### config.mk
export PLATFORM = sky130hd
export DESIGN_NAME = pfb_fir_front
export DESIGN_NICKNAME = d
export VERILOG_FILES = /design/src/rtl/pfb_pkg.sv /design/src/rtl/pfb_phase_ctrl.sv /design/src/rtl/pfb_tap_store.sv /design/src/rtl/pfb_mac.sv /design/src/rtl/pfb_fir_front.sv
export SDC_FILE = /design/constraint.sdc
export NUM_CORES = 2
export LEC_CHECK = 0
export BUFFER_PORTS_ARGS = -buffer_cell sky130_fd_sc_hd__buf_2
export CAP_MARGIN = 10
export CORE_MARGIN = 1
export CORE_UTILIZATION = 55
export DETAILED_ROUTE_END_ITERATION = 16
export PLACE_DENSITY = 0.77
export SLEW_MARGIN = 20
export SYNTH_ARGS = -nofsm -noshare
export SYNTH_HDL_FRONTEND = slang
export SYNTH_SLANG_ARGS = --single-unit
### constraint.sdc
create_clock -name clk -period 21.2 [get_ports clk]
set_input_delay 4.24 -clock clk [delete_from_list [all_inputs] [get_ports clk]]
set_output_delay 4.24 -clock clk [all_outputs]
set_load 0.03 [all_outputs]
### src/rtl/pfb_pkg.sv
package pfb_pkg;

  typedef enum int {
    WIN_FLAT = 0,
    WIN_TRI  = 1
  } win_kind_e;

  // Sideband carried with every output beat.
  typedef struct packed {
    logic start;
    logic settled;
    logic ovf;
  } beat_tag_t;

  // Window coefficient for flat index i of a table of taps*pts entries.
  function automatic int coef_val(input int i, input int taps, input int pts,
                                  input int cw, input int kind);
    int cmax;
    int len;
    int m;
    cmax = (1 << (cw - 1)) - 1;
    len  = taps * pts;
    if (kind == int'(WIN_FLAT)) begin
      return cmax / taps;
    end
    m = ((i + 1) < (len - i)) ? (i + 1) : (len - i);
    return (cmax * m) / (len / 2);
  endfunction

endpackage

### src/rtl/pfb_phase_ctrl.sv
module pfb_phase_ctrl #(
  parameter int PTS  = 16,
  parameter int TAPS = 4,
  localparam int IDXW = $clog2(PTS),
  localparam int CNTW = $clog2(TAPS + 1)
) (
  input  logic            clk,
  input  logic            rst_n,
  input  logic            sync_i,
  input  logic            beat_i,
  output logic            pend_o,
  output logic            use_o,
  output logic [IDXW-1:0] idx_o,
  output logic            start_o,
  output logic            settled_o
);

  logic            pend_q;
  logic            locked_q;
  logic [IDXW-1:0] idx_q;
  logic [CNTW-1:0] starts_q;
  logic [CNTW:0]   cnt_now;

  assign pend_o  = pend_q;
  assign use_o   = pend_q | locked_q;
  assign idx_o   = pend_q ? '0 : (idx_q + IDXW'(1));
  assign start_o = use_o && (idx_o == '0);
  assign cnt_now = {1'b0, starts_q} + (CNTW + 1)'(start_o);
  assign settled_o = cnt_now >= (CNTW + 1)'(TAPS);

  always_ff @(posedge clk) begin
    if (!rst_n) begin
      pend_q   <= 1'b0;
      locked_q <= 1'b0;
      idx_q    <= '0;
      starts_q <= '0;
    end else begin
      pend_q <= sync_i | (pend_q & ~beat_i);
      if (beat_i && use_o) begin
        idx_q    <= idx_o;
        locked_q <= 1'b1;
        if (start_o && (starts_q != CNTW'(TAPS))) begin
          starts_q <= starts_q + CNTW'(1);
        end
      end
    end
  end

endmodule

### src/rtl/pfb_tap_store.sv
module pfb_tap_store #(
  parameter int PTS  = 16,
  parameter int TAPS = 4,
  parameter int IW   = 12,
  localparam int IDXW = $clog2(PTS),
  localparam int OLD  = TAPS - 1
) (
  input  logic                   clk,
  input  logic                   rst_n,
  input  logic                   wr_i,
  input  logic [IDXW-1:0]        idx_i,
  input  logic signed [IW-1:0]   x_i,
  output logic signed [IW-1:0]   old_o [OLD]
);

  // mem[j][k]: sample at position k from j+1 vectors ago.
  logic signed [IW-1:0] mem [OLD][PTS];

  always_ff @(posedge clk) begin
    if (!rst_n) begin
      for (int j = 0; j < OLD; j++) begin
        for (int k = 0; k < PTS; k++) begin
          mem[j][k] <= '0;
        end
      end
    end else if (wr_i) begin
      mem[0][idx_i] <= x_i;
      for (int j = 1; j < OLD; j++) begin
        mem[j][idx_i] <= mem[j-1][idx_i];
      end
    end
  end

  always_comb begin
    for (int j = 0; j < OLD; j++) begin
      old_o[j] = mem[j][idx_i];
    end
  end

endmodule

### src/rtl/pfb_mac.sv
module pfb_mac #(
  parameter int PTS  = 16,
  parameter int TAPS = 4,
  parameter int IW   = 12,
  parameter int CW   = 16,
  parameter int OW   = 16,
  parameter int WIN  = 1,
  localparam int IDXW = $clog2(PTS),
  localparam int PW   = IW + CW,
  localparam int SW   = PW + $clog2(TAPS) + 1,
  localparam int SH   = IW + CW - 1 - OW
) (
  input  logic [IDXW-1:0]        idx_i,
  input  logic signed [IW-1:0]   tap_i [TAPS],
  output logic signed [OW-1:0]   y_o,
  output logic                   ovf_o
);

  localparam logic signed [SW-1:0] HALF = SW'(1) <<< (SH - 1);
  localparam logic signed [SW-1:0] OMAX = SW'((64'sd1 <<< (OW - 1)) - 64'sd1);
  localparam logic signed [SW-1:0] OMIN = -(SW'(64'sd1 <<< (OW - 1)));

  logic signed [CW-1:0] rom [TAPS][PTS];

  for (genvar t = 0; t < TAPS; t++) begin : g_tap
    for (genvar k = 0; k < PTS; k++) begin : g_pos
      assign rom[t][k] = CW'(pfb_pkg::coef_val(t * PTS + k, TAPS, PTS, CW, WIN));
    end
  end

  logic signed [SW-1:0] acc;
  logic signed [SW-1:0] rnd;
  logic signed [PW-1:0] prod;

  always_comb begin
    acc  = '0;
    prod = '0;
    for (int t = 0; t < TAPS; t++) begin
      prod = PW'(tap_i[t]) * PW'(rom[t][idx_i]);
      acc  = acc + SW'(prod);
    end
    rnd = (acc + HALF) >>> SH;
    if (rnd > OMAX) begin
      y_o   = OW'(OMAX);
      ovf_o = 1'b1;
    end else if (rnd < OMIN) begin
      y_o   = OW'(OMIN);
      ovf_o = 1'b1;
    end else begin
      y_o   = OW'(rnd);
      ovf_o = 1'b0;
    end
  end

endmodule

### src/rtl/pfb_fir_front.sv
module pfb_fir_front #(
  parameter int PTS  = 16,
  parameter int TAPS = 4,
  parameter int IW   = 12,
  parameter int CW   = 16,
  parameter int OW   = 16,
  parameter int WIN  = 1,
  localparam int IDXW = $clog2(PTS)
) (
  input  logic                 clk,
  input  logic                 rst_n,
  input  logic                 in_valid,
  output logic                 in_ready,
  input  logic [IW-1:0]        in_data,
  input  logic                 in_sync,
  output logic                 out_valid,
  input  logic                 out_ready,
  output logic [OW-1:0]        out_data,
  output logic                 out_start,
  output logic                 out_settled,
  output logic                 out_ovf
);

  import pfb_pkg::*;

  logic            beat;
  logic            pend;
  logic            use_beat;
  logic [IDXW-1:0] idx;
  logic            start;
  logic            settled;

  logic signed [IW-1:0] taps   [TAPS];
  logic signed [IW-1:0] older  [TAPS-1];
  logic signed [OW-1:0] y;
  logic                 ovf;
  beat_tag_t            tag_d;
  beat_tag_t            tag_q;

  assign in_ready = !out_valid || out_ready;
  assign beat     = in_valid && in_ready;

  pfb_phase_ctrl #(.PTS(PTS), .TAPS(TAPS)) u_phase (
    .clk      (clk),
    .rst_n    (rst_n),
    .sync_i   (in_sync),
    .beat_i   (beat),
    .pend_o   (pend),
    .use_o    (use_beat),
    .idx_o    (idx),
    .start_o  (start),
    .settled_o(settled)
  );

  pfb_tap_store #(.PTS(PTS), .TAPS(TAPS), .IW(IW)) u_store (
    .clk  (clk),
    .rst_n(rst_n),
    .wr_i (beat && use_beat),
    .idx_i(idx),
    .x_i  (in_data),
    .old_o(older)
  );

  always_comb begin
    taps[0] = in_data;
    for (int t = 1; t < TAPS; t++) begin
      taps[t] = older[t-1];
    end
  end

  pfb_mac #(.PTS(PTS), .TAPS(TAPS), .IW(IW), .CW(CW), .OW(OW), .WIN(WIN)) u_mac (
    .idx_i(idx),
    .tap_i(taps),
    .y_o  (y),
    .ovf_o(ovf)
  );

  assign tag_d = '{start: start, settled: settled, ovf: ovf};

  always_ff @(posedge clk) begin
    if (!rst_n) begin
      out_valid <= 1'b0;
      out_data  <= '0;
      tag_q     <= '0;
    end else if (beat && use_beat) begin
      out_valid <= 1'b1;
      out_data  <= y;
      tag_q     <= tag_d;
    end else if (out_ready) begin
      out_valid <= 1'b0;
    end
  end

  assign out_start   = tag_q.start;
  assign out_settled = tag_q.settled;
  assign out_ovf     = tag_q.ovf;

  AST_HOLD_STALL: assert property (@(posedge clk) disable iff (!rst_n)
    out_valid && !out_ready |=> out_valid && $stable(out_data) && $stable(tag_q));

  AST_SYNC_START: assert property (@(posedge clk) disable iff (!rst_n)
    beat && pend |=> out_valid && out_start);

  AST_DROP_UNPHASED: assert property (@(posedge clk) disable iff (!rst_n)
    beat && !use_beat |=> !out_valid);

  AST_CLIP_LIMIT: assert property (@(posedge clk) disable iff (!rst_n)
    out_valid && out_ovf |-> (out_data == {1'b0, {(OW-1){1'b1}}}) || (out_data == {1'b1, {(OW-1){1'b0}}}));

  AST_SETTLED_KEEP: assert property (@(posedge clk) disable iff (!rst_n)
    out_valid && out_settled |=> !out_valid || out_settled);

  AST_ONE_CYCLE: assert property (@(posedge clk) disable iff (!rst_n)
    beat && use_beat |=> out_valid);

endmodule

After elaboration in Yosys (flattened, before gate mapping)
Memory sizes are Yosys's and may differ from the RTL's.
Cells that the tools add are included.
{ "word_totals": {"output_inout_bits": 21, "memories": 5, "mem_bits_ro": 1024, "ramBits": 576, "input_bits": 17, "reg_bits": 29, "elab_cells": 1228} }
{ "mem_list": {"columns": ["name", "depth", "word_bits", "rd", "rd_clocked_by_memory_dff", "wr", "line_no", "rtl"], "rows": [
  ["u_store.mem", 3, 192, 3, 0, 3, "pfb_tap_store.sv:17", "logic signed [IW-1:0] mem [OLD][PTS];"],
  ["(no name shown)", 16, 16, 1, 0, 0, "pfb_mac.sv:39", "prod = PW'(tap_i[t]) * PW'(rom[t][idx_i]);"],
  ["(no name shown)", 16, 16, 1, 0, 0, "pfb_mac.sv:39", null],
  ["(no name shown)", 16, 16, 1, 0, 0, "pfb_mac.sv:39", null],
  ["(no name shown)", 16, 16, 1, 0, 0, "pfb_mac.sv:39", null]
]} }
{ "op_classes": {"mux": 606, "n_reduce_logical": 10, "n_eq_ne": 1, "mul": 4, "n_lt_le_gt_ge": 5, "bitwise": 581, "addsub": 7} }
{ "op_table": {"columns": ["cell", "n"], "rows": [
  ["$mux 1", 583],
  ["$or 1x1->1", 578],
  ["$mux 192", 1],
  ["$mux 16", 10],
  ["$bmux 12 s4", 3],
  ["$mul 12x16->28", 4],
  ["$mux 12", 7],
  ["$demux 12 s4", 1],
  ["$add 31x12->31 const B", 1],
  ["$add 31x28->31", 1],
  ["$add 29x28->30", 1],
  ["$add 28x28->29", 1],
  ["$gt 20x16->1 const B", 1],
  ["$lt 20x16->1 const B", 1],
  ["$ge 5x5->1 const B", 1],
  ["$logic_and 1x1->1", 5],
  ["$lt 5x1->1 const B", 1],
  ["$not 4->5", 1],
  ["$add 3x1->4", 1],
  ["$add 4x1->4 const B", 1],
  ["$ge 4x3->1 const B", 1],
  ["$logic_not 4->1", 1],
  ["$mux 4", 1],
  ["$add 3x1->3 const B", 1],
  ["other kinds (7)", 7]
]} }

Depth between registers and ports, before layout
{ "logic_depth": {"ltp_word": 14, "ltp_mapped": 57, "mapped_depth_nobuf": 50} }

Cells and area by module
Synthesis repeated with hierarchy kept, for this count alone.
{ "unflattened": {"cells_unflattened": 3897, "hier_area_um2": 46836.2} }
{ "modules_own_cells": {"columns": ["module", "instances", "cells_per_inst", "seq_area_each_um2", "area_each_um2"], "rows": [
  ["pfb_tap_store", 1, 1795, 17296.6, 26765.7],
  ["pfb_mac", 1, 1959, 0.0, 18740.5],
  ["pfb_fir_front", 1, 88, 400.4, 822.0],
  ["pfb_phase_ctrl", 1, 55, 180.2, 508.0]
]} }

Least setup slack after synthesis
No wires, ideal clock.
{ "synth_timing": {"path_kind": "input-to-reg", "startpoint": "input port in_data[1]", "endpoint": "register out_data[14]", "cell_stages": 42, "setup_ns": 0.070, "arrival_ns": 15.162, "path_slack_ns": 5.968, "n_path_buf": 2, "path_cell_list": "clkinv_1 > clkbuf_1 > fa_1 > inv_1 > fa_1 > inv_1 > fa_1 > fa_1 > fa_1 > inv_1 > fa_1 > fa_1 > inv_1 > fa_1 > inv_1 > ha_1 > a21o_1 > a21o_1 > [6 not listed] > fa_1 > fa_1 > fa_1 > inv_1 > fa_1 > ha_1 > ha_1 > a21oi_1 > nor2b_1 > o21ai_0 > o211ai_1 > a2111o_1 > o22a_4 > a311oi_4 > mux2i_1 > o21a_1 > buf_6 > o2bb2ai_1"} }
{ "synth_between": {"elab_chain_cells": 8, "word_cells_on_any_way": 9, "classes_between": "add/sub: 4; mul: 1; order compare: 2; mux: 2"} }
{ "synth_rtl": {"columns": ["item", "line_no", "rtl"], "rows": [
  ["start, declared", "pfb_fir_front.sv:14", "input logic [IW-1:0] in_data,"],
  ["$mul 12x16->28 *", "pfb_mac.sv:39", null],
  ["$add 28x28->29 *", "pfb_mac.sv:40", "acc = acc + SW'(prod);"],
  ["$add 29x28->30 *", "pfb_mac.sv:40", null],
  ["$add 31x28->31 *", "pfb_mac.sv:40", null],
  ["$add 31x12->31 *", "pfb_mac.sv:42", "rnd = (acc + HALF) >>> SH;"],
  ["$lt 20x16->1", "pfb_mac.sv:46", "end else if (rnd < OMIN) begin"],
  ["$mux 16", "pfb_mac.sv:46", null],
  ["$mux 16 *", "pfb_mac.sv:43", "if (rnd > OMAX) begin"],
  ["end signal, assigned", "pfb_fir_front.sv:87", "out_data <= y;"],
  ["end, declared", "pfb_fir_front.sv:18", "output logic [OW-1:0] out_data,"]
]} }
Mark *: on every way between the ends. The rest lies on a longest branch, timed or not.
A chain may end at the register's enable or synchronous reset.

Final worst setup path
{ "layout_timing": {"startpoint": "input port in_data[1]", "endpoint": "register tag_q (netlist bit out_ovf)"} }
{ "layout_between": {"elab_chain_cells": 8, "word_cells_on_any_way": 9, "classes_between": "add/sub: 4; mul: 1; order compare: 2; mux: 2"} }
{ "layout_rtl": {"columns": ["item", "line_no", "rtl"], "rows": [
  ["$mul 12x16->28 *", "pfb_mac.sv:39", null],
  ["$add 28x28->29 *", "pfb_mac.sv:40", null],
  ["$add 29x28->30 *", "pfb_mac.sv:40", null],
  ["$add 31x28->31 *", "pfb_mac.sv:40", null],
  ["$add 31x12->31 *", "pfb_mac.sv:42", null],
  ["$lt 20x16->1", "pfb_mac.sv:46", null],
  ["$mux 1", "pfb_mac.sv:46", null],
  ["$mux 1 *", "pfb_mac.sv:43", null],
  ["end signal, assigned", "pfb_fir_front.sv:88", "tag_q <= tag_d;"],
  ["end, declared", "pfb_fir_front.sv:38", "beat_tag_t tag_q;"]
]} }
Marked as above.

==> flow_summary.toml <==
[timing]
worstMarginPinSlew_ns = 1.08
hold_violations = 0
slew_viol_final = 0
setup_viol = 0
slew_headroom_pct = 28.3
tns_ns = 0
fin_crit_sh_pct = 77.0
period_minus_slack_ns = 16.33
fmax_mhz = 61.2
finalClockSkew_ns = 0.0523
rsz0062_at_grt = "no"

[setup_path]
critPathMaxFanout = 19
ff2ff_path_depth = 47
reg2reg_setup_slack_ns = 5.06
r2r_start = "u_phase.idx_q[0]$_SDFFE_PN0P_"
cp_slowest_cell = "fa_1"
cp.required_ns = 21.78
cp.arrival_ns = 16.91
startpoint = "in_data[1]"
startpoint_type = "input pin"
cp-end-kind = "flop"
path_class = "input pin to flop"
regToRegEndpoint = "out_ovf$_SDFFE_PN0P_"
slowest_delay_ns = 0.77
crit_top_cell = "fa_1"

[global_routing]
gr-usage-all-layers_pct = 31.1
antenna_found_initial = 2
grt.overflow.total = 0
first_global_vias = 32000
grt_max_degree = 53
grt_pass1_wl_um = 191000

[hold_path]
min_from = "out_start$_SDFFE_PN0P_"
holdCritPathClass = "flop to flop"
holdPathStages = 2
min_to = "out_start$_SDFFE_PN0P_"

[route]
drcViolationCount = 0
vias = 32100
wl_per_cell_um = 24.5
vias_per_cell = 6.15
dr.pass1.iters = 6
m1WireLength_um = 46600
wl_met3_um = 16900
first_iter_violations = 4170
top_layer = "met5"
routed_wl_um = 128000
ant_nets = 0
dr_wl_met2_um = 57600

[logic_synthesis]
synth_top_area_share_pct = 38.7
yosysSeqAreaShare_pct = 40.0
yosys.area.top_type = "edfxtp_1"
synth_edf_count = 576
syn_area_per_cell_um2 = 10.8
synth-seq-cells = 605
synth_warnings = 0
synthTopCellsByArea = "edfxtp_1, fa_1, ha_1, inv_1, nor2_1"
synth_fp_nets = 4932
syn_area_mm2 = 0.0447
syn_inst = 4149
synthArstFlopShare_pct = 0
synth.distinct_cells = 82
yosys_most_used_dff = "edfxtp_1"

[clock_tree]
cts.repair.resized = 0
clk_path_buf_depth = 3
clk-insertion-delay-late_ns = 0.68
root_buffer = "clkbuf_16"
numCtsBuffers = 60
cts.clk_slew.worst_paths_ns = 0.06
postCtsSetupBuffers = 0
hold_buffers = 0
cts.sinks = 605
cts_max_level = 2
tritoncts = "done"

[layout]
area_growth_pct = 8.06
n_fill_cell = 6377
final_nets = 4884
regArea_mm2 = 0.0179
multi_input_area_mm2 = 0.0234
drive_above_1_share_pct = 7.25
final_cell_mix = "inv_1, nor2_1, edfxtp_1"
mostFrequentLayoutCell = "inv_1"

[status]
status = "finished, final reports clean"

[place]
port_buffers = 37
place.gp.congestion = 0.961
place_hpwl_um = 87100

[floorplanning]
coreArea_mm2 = 0.0804
io_pins = 38
dieWidth_um = 287
start_util_pct = 55.5
die_h_um = 287
dieArea_mm2 = 0.0824
rows = 104

[flow_run]
drv_cap = 0
## through the flow
| step | area (um^2) | instances | setup slack, ns | hold slack (ns) | util, % |
|---|---|---|---|---|---|
| finish | 48300 | 5214 | 4.87 | 0.459 | 60.0 |
| floorplan | 44700 | 4149 | 5.97 | 0.441 | - |
| global placement | 46100 | 5099 | 4.49 | 0.443 | 57.4 |
| detailed placement | 46100 | 5099 | 4.22 | 0.451 | 57.4 |
| CTS | 48300 | 5213 | 4.89 | 0.461 | 60.0 |
| global route | 48300 | 5213 | 4.25 | 0.486 | 60.0 |
## critical path: cells and delay by family
kind | cells | cell delay [ns]
multiplexers | 1 | 0.36
XOR/XNOR | 1 | 0.23
adder cells (fa/ha/maj) | 15 | 7.29
AND/OR/NAND/NOR | 3 | 0.23
AO/OA/AOI/OAI | 13 | 3.48
buffers and inverters | 8 | 1.07
## flip-flops by register name, indices dropped and copies added (netlist names)
| signal | flops |
|---|---|
| u_store.mem | 576 |
| out_data | 16 |
| u_phase.idx_q | 4 |
| u_phase.starts_q | 3 |
| out_ovf | 1 |
| out_settled | 1 |
| out_start | 1 |
| out_valid | 1 |
| u_phase.locked_q | 1 |
| u_phase.pend_o | 1 |
## routing by layer
metal,global-route usage (%),vias up
met3,6.64,444
met5,0,-
met1,41.6,15700
li1,-,13700
met2,49.1,2265
met4,13.9,2
## cell families (layout without fill, tap and decap cells)
family | after synthesis | count (layout) | synth area share [%]
DFF | 605 | 605 | 40.0
buffers and inverters | 931 | 935 | 7.89
AOI/OAI and AO/OA | 604 | 604 | 9.46
adders and majority gates | 766 | 766 | 29.3
muxes | 31 | 31 | 0.700
and+or+nand+nor | 1157 | 1157 | 11.5
xor gates and xnor gates | 55 | 55 | 1.12
other | 0 | 1 | 0
## worst max-delay path by stage
stage	to	slack [ns]
2_1_floorplan	out_data[14]$_SDFFE_PN0P_	5.97
3_3_place_gp	out_ovf$_SDFFE_PN0P_	4.49
3_5_place_dp	out_ovf$_SDFFE_PN0P_	4.22
4_1_cts	out_ovf$_SDFFE_PN0P_	4.89
5_1_grt	out_ovf$_SDFFE_PN0P_	4.25
6_report	out_ovf$_SDFFE_PN0P_	4.87
## cells in the mapped netlist, drive strengths merged (6+ instances only)
library cell / count
clkbuf: 209
nand3: 34
or3: 11
xnor2: 40
inv: 682
ha: 301
a221o: 6
xor2: 15
buf: 36
and2: 143
a221oi: 35
nor3: 51
nor2b: 47
o2bb2ai: 11
o221ai: 9
dfxtp: 29
a21oi: 65
edfxtp: 576
a22oi: 21
nand2: 192
mux2i: 29
a21boi: 8
or2: 6
a211oi: 26
a31oi: 21
nor2: 620
o211ai: 14
o21bai: 12
and4: 6
o21ai: 73
a22o: 12
and3: 10
nand4: 7
a21o: 33
o21a: 23
o31ai: 9
o22ai: 197
nand2b: 16
fa: 465
## area by class of cell
cell class	instances	area share (%)
Clock inverter	41	1.10
Sequential cell	605	37.0
Antenna cell	1	0.00518
Multi-Input combinational cell	2613	48.6
Clock buffer	73	3.30
Tap cell	1060	2.75
Timing Repair Buffer	135	1.91
Inverter	686	5.33
Power is not shown: default switching activity piles up to over one toggle a cycle in this logic, so the estimate is an artifact.
